`src/rtl/tdm_slot_rx.sv`:
```
module tdm_slot_rx #(
  parameter int SLOT_BITS  = 16,
  parameter int MAX_SLOTS  = 8,
  parameter int FRAME_BITS = 144,
  localparam int CW = $clog2(MAX_SLOTS + 1),
  localparam int SW = $clog2(MAX_SLOTS),
  localparam int PW = (SW > 1) ? SW - 1 : 1,
  localparam int GW = $clog2(FRAME_BITS) + 1
) (
  input  logic                   bclk,
  input  logic                   rst_n,
  input  logic                   fsync,
  input  logic                   sdata,
  input  logic                   late_start,
  input  logic                   pack_en,
  input  logic                   err_clear,
  input  logic [CW-1:0]          slot_count,
  output logic                   sample_valid,
  output logic [SLOT_BITS-1:0]   sample_data,
  output logic [SW-1:0]          sample_slot,
  output logic                   pair_valid,
  output logic [2*SLOT_BITS-1:0] pair_data,
  output logic [PW-1:0]          pair_index,
  output logic                   frame_err
);
  localparam int BW = $clog2(SLOT_BITS);
  localparam int IW = GW + 1;

  logic [GW-1:0]        gap;
  logic                 locked;
  logic [SLOT_BITS-2:0] shreg;

  // slot width must be a power of two for the in-slot bit field below
  logic [CW-1:0] eff_count;
  logic [IW-1:0] idx, active_bits;
  logic          take, slot_end, pair_end, early_sync, no_sync;
  logic [SW-1:0] cur_slot;

  assign eff_count   = (slot_count > CW'(MAX_SLOTS)) ? CW'(MAX_SLOTS) : slot_count;
  assign active_bits = IW'(int'(eff_count) * SLOT_BITS);
  assign idx         = fsync ? '0 : ({1'b0, gap} + IW'(!late_start));
  assign take        = (locked || fsync) && !(fsync && late_start) && (idx < active_bits);
  assign slot_end    = take && (idx[BW-1:0] == BW'(SLOT_BITS - 1));
  assign cur_slot    = idx[BW +: SW];
  assign pair_end    = slot_end && pack_en && cur_slot[0];
  assign early_sync  = locked && fsync && (gap < GW'(FRAME_BITS - 1));
  assign no_sync     = locked && !fsync && (gap == GW'(FRAME_BITS - 1));

  always_ff @(posedge bclk or negedge rst_n) begin
    if (!rst_n) begin
      gap          <= '0;
      locked       <= 1'b0;
      shreg        <= '0;
      sample_valid <= 1'b0;
      sample_data  <= '0;
      sample_slot  <= '0;
      pair_valid   <= 1'b0;
      pair_data    <= '0;
      pair_index   <= '0;
      frame_err    <= 1'b0;
    end else begin
      if (fsync)          gap <= '0;
      else if (gap != '1) gap <= gap + 1'b1;
      if (fsync) locked <= 1'b1;
      if (take) shreg <= {shreg[SLOT_BITS-3:0], sdata};
      sample_valid <= slot_end;
      if (slot_end) begin
        sample_data <= {shreg, sdata};
        sample_slot <= cur_slot;
      end
      pair_valid <= pair_end;
      if (pair_end) begin
        pair_data  <= {sample_data, shreg, sdata};
        pair_index <= PW'(cur_slot >> 1);
      end
      if (early_sync || no_sync) frame_err <= 1'b1;
      else if (err_clear)        frame_err <= 1'b0;
    end
  end

  AST_VALID_PULSE: assert property (@(posedge bclk) disable iff (!rst_n)
    sample_valid |=> !sample_valid) else $error("sample strobe longer than one cycle");
  AST_SLOT_LIMIT: assert property (@(posedge bclk) disable iff (!rst_n)
    sample_valid |-> (CW'(sample_slot) < $past(eff_count))) else $error("slot beyond count");
  AST_PAIR_ODD: assert property (@(posedge bclk) disable iff (!rst_n)
    pair_valid |-> (sample_valid && sample_slot[0])) else $error("pair without odd slot");
  AST_QUIET_UNLOCKED: assert property (@(posedge bclk) disable iff (!rst_n)
    !locked |-> (!sample_valid && !pair_valid && !frame_err)) else $error("output before sync");
  AST_ERR_STICKY: assert property (@(posedge bclk) disable iff (!rst_n)
    (frame_err && !err_clear) |=> frame_err) else $error("error flag dropped");
endmodule

```
`config.mk`:
```
export PLATFORM = sky130hd
export DESIGN_NAME = tdm_slot_rx
export DESIGN_NICKNAME = d
export VERILOG_FILES = /design/src/rtl/tdm_slot_rx.sv
export SDC_FILE = /design/constraint.sdc
export NUM_CORES = 1
export LEC_CHECK = 0
export ABC_AREA = 1
export BUFFER_PORTS_ARGS = -buffer_cell sky130_fd_sc_hd__buf_2
export CAP_MARGIN = 20
export CORE_ASPECT_RATIO = 1.1
export CORE_UTILIZATION = 56
export CTS_CLUSTER_DIAMETER = 120
export CTS_CLUSTER_SIZE = 16
export DETAILED_ROUTE_END_ITERATION = 10
export GPL_ROUTABILITY_DRIVEN = 0
export PLACE_DENSITY_LB_ADDON = 0.2
export SLEW_MARGIN = 10
export SYNTH_ARGS = -nofsm -noshare
export SYNTH_HDL_FRONTEND = slang
export SYNTH_SLANG_ARGS = --single-unit
```
`constraint.sdc`:
```
create_clock -name bclk -period 3.15 [get_ports bclk]
set_input_delay 0.1575 -clock bclk [delete_from_list [all_inputs] [get_ports bclk]]
set_output_delay 0.1575 -clock bclk [all_outputs]
set_load 0.02 [all_outputs]
```
==> results by group, run 1 <==
Place
  – HPWL Detailed: ~5.3 mm
  – Placement Setup Slack: between 0.3 and 0.4 ns
  – Inst Count DP: between 500 and 600
  – Port bufs: 66

Worst setup path
  – Worst R2R Start: gap[0]
  – Critical Path Fanout Max: 34
  – Setup CP Type: reg -> reg
  – Most used cell, CP: nand2_1
  – Startpoint types: flip-flop
  – CP Capture Type: flip-flop
  – Reg2Reg Capture Point: pair_data[31]
  – Crit-path max cell delay: slightly below 0.4 ns
  – Slowest CP cell: nor2_8
  – CP arrival: ~3.1 ns
  – Cells on worst reg2reg path: 15
  – Req. time, crit path: 3.44 ns
  – CP cell instances: ha_1 > inv_1 > nor2_1 > nand2_1 > inv_1 > a21oi_1 > a311oi_1 > ha_1 > a21oi_1 > nand2_1 > nor2_4 > nand3_4 > nor2_8 > nand3_1 > nand2_1
  – FF-to-FF setup slack: 0.36 ns

Finish
  – Layout cell share with drive strength beyond 1: between 10% and 20%
  – Area Growth Syn to Fin: 15.9%
  – Most common cell after layout, fill and taps aside: nand2_1
  – Number of nets in the layout: around 530
  – ANT cells: 0
  – Commonest non-fill, non-tap cells in the layout: nand2_1, dfrtp_1, inv_1, buf_2
  – Fill count: between 500 and 600
  – Post-Layout Cell Count: a little under 600

STA
  – Post-route setup slack: 0.358 ns
  – Max Clock Skew: roughly 0.011 ns
  – Final setup fails: 0
  – Final Cycle Share: approximately nine tenths
  – Final min period: around 2.8 ns
  – Max Transition Viols Final: 0
  – Hold Vio Cnt, Final: 0
  – Slew HR: about a third
  – RSZ-0062 raised after global routing: no
  – Final TNS setup: 0 ns
  – Hold slack final: 0.0527 ns
  – Worst slew pin tran: just over 1 ns
  – Fmax: between 0.3 and 0.4 GHz

Clocking
  – Clock buffer count from CTS: 9
  – CTS root buffer: clkbuf_8
  – Post-CTS Hold Fix Bufs: 2
  – Latest clock arrival within the worst-skew pair: roughly 0.35 ns
  – CTS resizes: 0
  – Post CTS Setup Buffer Count: 0
  – CTS Buffer Depth: 2
  – Clock-pin slew on the worst setup and hold paths: around 0.09 ns
  – Clock Sinks: just over 80
  – CTS tree: yes
  – H-tree levels: 3

Synthesis
  – Share of the yosys chip area belonging to registers: between 50% and 60%
  – Synth cell types: 28
  – Synth Warn #: 0
  – Avg Cell Area, Syn: 8.62 um^2
  – Syn Std Cell Area: 3850 um^2
  – Post-synth EDFFs: 0
  – Ys async rst share: between 90% and 100%
  – Syn Nets: 465
  – Synth Flop Type: dfrtp_1
  – Syn Inst Count: 447
  – #FFs+latches synth: between 80 and 90

Drt
  – Drt first pass iters: 4
  – WL/cell: 13.3 um
  – DR vias: roughly 3100
  – DRT iter0 DRCs: between 200 and 250
  – Final ANT Viol Nets: 0
  – Residual DRC: 0
  – Vias per cell: slightly above 5
  – Drt total wl: between 7 and 8 mm

Worst hold path
  – Min-delay src: sdata
  – Worst min-delay path class: in -> reg
  – Hold Path End: pair_data[0]
  – Cells on Worst Hold Path: 3

Floorplan
  – Die height: between 80 and 90 um
  – CORE AREA: 6630 um^2
  – Row cnt: 31
  – Num ports: 67
  – Die width: just over 80 um
  – Die area: between 7000 and 8000 um^2
  – Initial core utilization: ~58%

Power
  – VDD IR-drop max: about 0.26 mV
  – Leak: 0.00223 uW
  – PwrDens: 478 nW/um^2

Global routing
  – Total gr overflow: 0
  – Largest net degree at the start of global routing: 82
  – Initial antenna violation count: 0
  – First-pass GRT wire length: about 13 mm
  – Vias in the first global route: around 2800
  – Global Route Usage Sum: 24.4%

Status
  – Status: finished clean

Job
  – MaxCap Viol Count: 0
==> worst max-delay path by stage <==
stage | end | cells after the start | start
4_1_cts | pair_data[15] | 15 | gap[0]
6_report | pair_data[31] | 15 | gap[0]
3_5_place_dp | pair_data[15] | 15 | gap[0]
3_3_place_gp | pair_index[0] | 15 | gap[0]
2_1_floorplan | pair_data[23] | 15 | gap[0]
5_1_grt | pair_data[31] | 15 | gap[0]
==> stage by stage <==
| step | utilization, % | total power, uW | cell area, um^2 |
|---|---|---|---|
| 6_report | 67.3 | 2130 | 4460 |
| 5_1_grt | 67.3 | 2230 | 4460 |
| 4_1_cts | 66.9 | 2140 | 4440 |
| 3_5_place_dp | 63.4 | 1350 | 4210 |
| 3_3_place_gp | 63.4 | 1340 | 4210 |
| 2_1_floorplan | - | 1270 | 3850 |
==> state kept, by name, indices dropped and copies added (netlist names) <==
signal	count
shreg	15
frame_err	1
pair_data	32
pair_valid	1
pair_index	2
sample_data	16
sample_valid	1
gap	9
locked	1
sample_slot	3
==> metal layers <==
layer	vias to the layer above	GRT usage, %	part of all wire [%]
li1	1541	-	-
met5	-	0	0
met4	0	9.25	1.1
met2	84	38.2	48
met3	7	5.31	4.4
met1	1422	33.3	47
==> synth_stat cells (2+ instances only) <==
cell	n	area (um^2)
nand2_1	105	394
dfrtp_1	81	2030
inv_1	69	259
nand3_1	40	200
o21ai_0	40	200
o21bai_1	34	255
nor2_1	13	48.8
buf_2	12	60.1
a21oi_1	9	45.0
ha_1	7	87.6
nor3_1	7	35.0
clkbuf_1	6	22.5
buf_6	3	33.8
inv_2	3	11.3
clkinv_1	2	7.51
nand2_2	2	12.5
nand3_4	2	35.0
nand4_1	2	12.5
==> power breakdown <==
part / switching, uW / internal, uW / total (uW)
logic: 121 / 54.0 / 175
registers: 54.4 / 1100 / 1160
clock network: 403 / 396 / 800
==> worst max-delay path, delay by kind of cell (launching register included) <==
family / cells / cell delay (ns)
simple gates: 8 / 1.35
fa+ha+maj: 2 / 0.47
buf+inv: 2 / 0.13
flops: 1 / 0.38
compound gates: 3 / 0.42
==> cell type report <==
type                    instances  area [um^2]  share of cell area (%)
inverters                      74          278                    6.22
clock inverters                 6         71.3                    1.60
multi-input cells             270         1430                    31.9
clock buffers                  10          138                    3.08
well taps                      82          103                    2.30
flip-flops and latches         81         2030                    45.4
repair buffers                 73          423                    9.47
==> logic make-up after synthesis <==
group	Yosys count	share of synthesized area, %
and+or+nand+nor	177	21.2
DFF	81	52.6
buffers and inverters	96	10.4
adders and majority gates	7	2.27
AOI/OAI and AO/OA	86	13.6
No activity file was read; power rests on OpenSTA's default activity.
==> run 2: changes to the inputs <==
Settings changed: CAP_MARGIN 20 to default, CELL_PAD_IN_SITES_DETAIL_PLACEMENT from default to 0, CELL_PAD_IN_SITES_GLOBAL_PLACEMENT from default to 2, CORE_UTILIZATION 56 to 33.
==> results by group, run 2 (synthesis results as in run 1) <==
Drt
  – Drt total wl: slightly above 9 mm
  – Final ANT Viol Nets: 0
  – WL/cell: ~14 um
  – Vias per cell: approximately 4.6
  – DR vias: 3043
  – DRT iter0 DRCs: approximately 110
  – Drt first pass iters: 4
  – Residual DRC: 0

Worst setup path
  – CP arrival: between 3 and 4 ns
  – Cells on worst reg2reg path: 15
  – CP Capture Point: pair_data[17]
  – Startpoint types: flip-flop
  – Critical Path Fanout Max: 17
  – Setup CP Type: reg -> reg
  – CP Capture Type: flip-flop
  – Req. time, crit path: between 3 and 4 ns
  – FF-to-FF setup slack: approximately 0.3 ns
  – Critical path origin: gap[0]
  – Reg2Reg Capture Point: pair_data[17]
  – Worst R2R Start: gap[0]

Finish
  – Most common cell after layout, fill and taps aside: nand2_1
  – Top Registers: pair_data x32, sample_data x16, shreg x15
  – Layout cell share with drive strength beyond 1: 19.3%
  – ANT cells: 0
  – Number of nets in the layout: approximately 530
  – Area Growth Syn to Fin: 19.9%
  – Reg with most FFs: pair_data
  – Largest register FFs: 32
  – Commonest non-fill, non-tap cells in the layout: nand2_1, dfrtp_1, inv_1, buf_2

STA
  – Final min period: roughly 2.8 ns
  – Final TNS setup: 0 ns
  – Final Cycle Share: slightly above 90%
  – Max Transition Viols Final: 0
  – RSZ-0062 raised after global routing: no
  – Final setup fails: 0
  – Worst slew pin tran: roughly 1.0 ns
  – Slew HR: around 30%
  – Fmax: between 0.3 and 0.4 GHz
  – Max Clock Skew: between 0.006 and 0.007 ns
  – Hold Vio Cnt, Final: 5
  – Hold slack final: -0.00674 ns

Clocking
  – CTS resizes: 0
  – CTS root buffer: clkbuf_16
  – Latest clock arrival within the worst-skew pair: 0.34 ns
  – CTS Buffer Depth: 2
  – CTS tree: yes
  – Clock buffer count from CTS: 9
  – H-tree levels: 3
  – Post CTS Setup Buffer Count: 0
  – Clock-pin slew on the worst setup and hold paths: 0.06 ns
  – Clock Sinks: slightly above 80

Floorplan
  – Die width: approximately 110 um
  – Die area: around 12000 um^2
  – Row cnt: around 40
  – Initial core utilization: between 30% and 40%
  – Num ports: between 60 and 70
  – CORE AREA: between 10000 and 15000 um^2
  – Die height: approximately 120 um

Job
  – MaxCap Viol Count: 0

Worst hold path
  – Worst min-delay path class: in -> async

Place
  – HPWL Detailed: ~6.1 mm
  – Port bufs: 66

Global routing
  – First-pass GRT wire length: about 15 mm
  – Vias in the first global route: approximately 3000
  – Initial antenna violation count: 0
  – Global Route Usage Sum: approximately 16%
  – Largest net degree at the start of global routing: 82
  – Total gr overflow: 0

Power
  – VDD IR-drop max: approximately 0.24 mV
  – Leak: around 0.0023 uW
  – Tot Pwr: approximately 2400 uW
  – PwrDens: approximately 520 nW/um^2

Status
  – Failing checks: negative hold slack
  – Status: finished with violations
==> run 2: worst max-delay path, cell delays in order (launching register included) <==
cell,delay (ns)
dfrtp_1,0.37
ha_1,0.18
inv_1,0.04
nor2_1,0.16
nand2_1,0.11
inv_1,0.08
a21oi_1,0.06
a311oi_1,0.23
ha_1,0.29
a21oi_1,0.16
nand2_1,0.11
nor2_4,0.18
nand3_4,0.15
nor2_4,0.40
nand3_1,0.15
nand2_1,0.10
==> run 2: routing by layer <==
layer	global-route usage (%)	share of wire, %	wire length (um)
met1	21.9	49	4610
met2	26.1	46	4340
met3	2.15	2.4	224
met4	7.61	1.7	161
met5	0	0	0
==> run 2: power by group <==
part           internal, uW  switching [uW]
Clock                   658             423
Sequential             1110            56.8
Combinational          50.5             122
Total                  1810             602
==> run 2: through the flow <==
| stage | util (%) | hold slack [ns] | instance area, um^2 | setup slack (ns) | instances |
|---|---|---|---|---|---|
| floorplan | - | -0.138 | 3850 | 0.771 | 447 |
| global placement | 37.5 | 0.353 | 4290 | 0.400 | 646 |
| detailed placement | 37.5 | 0.353 | 4290 | 0.313 | 646 |
| CTS | 40.3 | 0.0660 | 4610 | 0.288 | 663 |
| global route | 40.4 | 0.0845 | 4620 | 0.00240 | 664 |
| finish | 40.4 | -0.00674 | 4620 | 0.300 | 664 |
==> run 2: how the worst min path moves through the flow <==
stage / start / end / slack, ns / cells after the start
after floorplan: rst_n / frame_err / -0.14 / 0
after global placement: err_clear / frame_err / 0.35 / 2
after detailed placement: err_clear / frame_err / 0.35 / 2
after CTS: rst_n / sample_slot[2] / 0.07 / 1
after global routing: rst_n / pair_valid / 0.08 / 1
final: rst_n / pair_valid / -0.007 / 1
==> run 2: final cells by class <==
cell class	count	area, um^2
timing repair buffer	72	380
tap	150	188
multi-input combinational	271	1440
clock buffer	12	256
sequential	81	2030
inverter	74	278
fill	1193	6820
clock inverter	4	51.3
==> run 2: repair_timing <==
item                                    4_1_cts  5_1_grt
endpoints found under the setup margin        0        2
hold buffers                                  1        0
hold endpoints to repair                      1        0
==> run 3: changes to the inputs <==
Settings changed: BUFFER_PORTS_ARGS -buffer_cell sky130_fd_sc_hd__buf_2 to default, CAP_MARGIN from default to 20, CORE_UTILIZATION 33 to 38, DONT_BUFFER_PORTS from default to 1.
==> results by group, run 3 (synthesis results as in run 1) <==
Power
  – Register share of total power: between 50 and 60%
  – P_int: about 1600 uW
  – Clock group share of total power: ~39%
  – VDD IR-drop max: 0.226 mV
  – PwrDens: ~520 nW/um^2
  – Leak: a little over 0.002 uW
  – Comb pwr share: 7.8%
  – Sw power: between 500 and 600 uW
  – Switching share of power: ~26%

Finish
  – Number of nets in the layout: roughly 470
  – Reg with most FFs: pair_data
  – Largest register FFs: 32
  – Layout cell share with drive strength beyond 1: roughly 7.7%
  – Top Registers: pair_data x32, sample_data x16, shreg x15
  – Commonest non-fill, non-tap cells in the layout: nand2_1, dfrtp_1, inv_1, o21ai_0, nand3_1
  – ANT cells: 0
  – Post-Layout Cell Count: 573
  – Area Growth Syn to Fin: 10.0%
  – Most common cell after layout, fill and taps aside: nand2_1
  – Fill count: approximately 980

STA
  – Final Cycle Share: approximately nine tenths
  – Hold Vio Cnt, Final: 0
  – Final TNS setup: 0 ns
  – Final setup fails: 0
  – RSZ-0062 raised after global routing: no
  – Worst slew pin tran: approximately 0.48 ns
  – Max Transition Viols Final: 0
  – Final min period: roughly 2.9 ns
  – Fmax: around 0.35 GHz
  – Max Clock Skew: about 0.0081 ns
  – Slew HR: between 60% and 70%

Floorplan
  – Die height: 108 um
  – Row cnt: 38
  – Initial core utilization: between 30% and 40%
  – Die area: 10500 um^2
  – CORE AREA: 9840 um^2
  – Die width: ~98 um
  – Num ports: 67

Worst hold path
  – Min-delay src: fsync
  – Worst min-delay path class: in -> reg

Clocking
  – Clock-pin slew on the worst setup and hold paths: roughly 0.080 ns
  – CTS root buffer: clkbuf_8
  – Clock Sinks: between 80 and 90
  – Latest clock arrival within the worst-skew pair: ~0.36 ns
  – Post CTS Setup Buffer Count: 0
  – CTS Buffer Depth: 2
  – H-tree levels: 3
  – CTS tree: yes
  – Clock buffer count from CTS: 9

Place
  – HPWL Detailed: 5.84 mm
  – Port bufs: 0
  – Inst Count DP: between 500 and 600

Worst setup path
  – Critical path origin: gap[0]
  – CP arrival: around 3.2 ns
  – Startpoint types: flip-flop
  – CP Capture Type: flip-flop
  – Critical Path Fanout Max: 17
  – Worst R2R Start: gap[0]
  – Req. time, crit path: about 3.5 ns
  – Setup CP Type: reg -> reg

Global routing
  – Largest net degree at the start of global routing: a little over 80
  – Initial antenna violation count: 0
  – First-pass GRT wire length: ~15 mm
  – Total gr overflow: 0
  – Vias in the first global route: about 2800
  – Global Route Usage Sum: ~19%

Status
  – Failing checks: design-rule violations
  – Status: finished with violations

Job
  – MaxCap Viol Count: 0

Drt
  – DR vias: about 2800
  – Drt first pass iters: 7
  – Residual DRC: 7
  – Vias per cell: just under 5
  – Drt total wl: just over 9 mm
  – Final ANT Viol Nets: 0
  – DRT iter0 DRCs: approximately 170
  – WL/cell: 15.8 um
==> run 3: changes by cell type in the layout (fill, tap and decap cells not counted) <==
cell,change
buf_4,-1
buf_16,+1
buf_2,-65
bufinv_16,+1
clkinv_2,+1
clkinvlp_4,-1
clkbuf_8,+8
clkbuf_16,-9
buf_12,+1
dlygate4sd3_1,+3
==> run 3: stage by stage <==
stage,instance area [um^2],util (%),setup slack [ns],hold WS [ns],total power [uW]
detailed placement,3920,39.8,0.337,-0.136,1320
finish,4240,43.0,0.279,0.0221,2190
CTS,4230,42.9,0.270,0.00731,2210
global placement,3920,39.8,0.390,-0.136,1310
floorplan,3850,-,0.771,-0.138,1270
global route,4240,43.0,0.0254,0.0364,2280
==> run 3: layout make-up <==
type | instances | area, um^2 | area share [%]
well taps | 120 | 150 | 3.54
multi-input cells | 271 | 1440 | 33.9
clock inverters | 5 | 78.8 | 1.86
clock buffers | 11 | 141 | 3.34
repair buffers | 11 | 125 | 2.95
flip-flops and latches | 81 | 2030 | 47.8
inverters | 74 | 278 | 6.56
==> run 3: power by group through the flow <==
stage          Clock [uW]  Sequential, uW  Combinational, uW
6_report              854            1160                170
3_5_place_dp            0            1180                134
2_1_floorplan           0            1160                110
3_3_place_gp            0            1180                133
5_1_grt               909            1170                203
4_1_cts               876            1160                176
==> run 3: routing by layer <==
metal  GRT usage (%)  up-vias  part of all wire (%)
li1                -     1416                     -
met1            23.0     1358                    45
met4            9.42        0                   1.9
met5               0        -                     0
met2            30.6       50                    49
met3            3.77        9                   4.2
==> run 3: critical path, stage by stage (launching register included) <==
cell and delay [ns]:
dfrtp_1 0.38, ha_1 0.17, inv_1 0.05, nor2_1 0.18
nand2_1 0.12, inv_1 0.09, a21oi_1 0.06, a311oi_1 0.22
ha_1 0.28, a21oi_1 0.13, nand2_1 0.10, nor2_4 0.20
nand3_4 0.16, nor2_4 0.44, nand3_1 0.13, nand2_1 0.10
==> run 3: what timing repair did <==
item	in CTS	in global routing
endpoints found under the setup margin	0	1
hold buffers	6	0
hold endpoints to repair	122	0
resized for setup	0	0
==> run 3: worst paths after layout <==
check                           slack (ns)  cells past startpoint             end
worst max-delay path                  0.28                     15   pair_data[11]
worst min-delay path                  0.02                      3  sample_slot[1]
worst max register to register        0.28                     15   pair_data[11]
worst min register to register        0.52                      2        shreg[2]
max in group asynchronous             2.45                      2          gap[2]
min in group asynchronous             0.38                      2   pair_data[28]
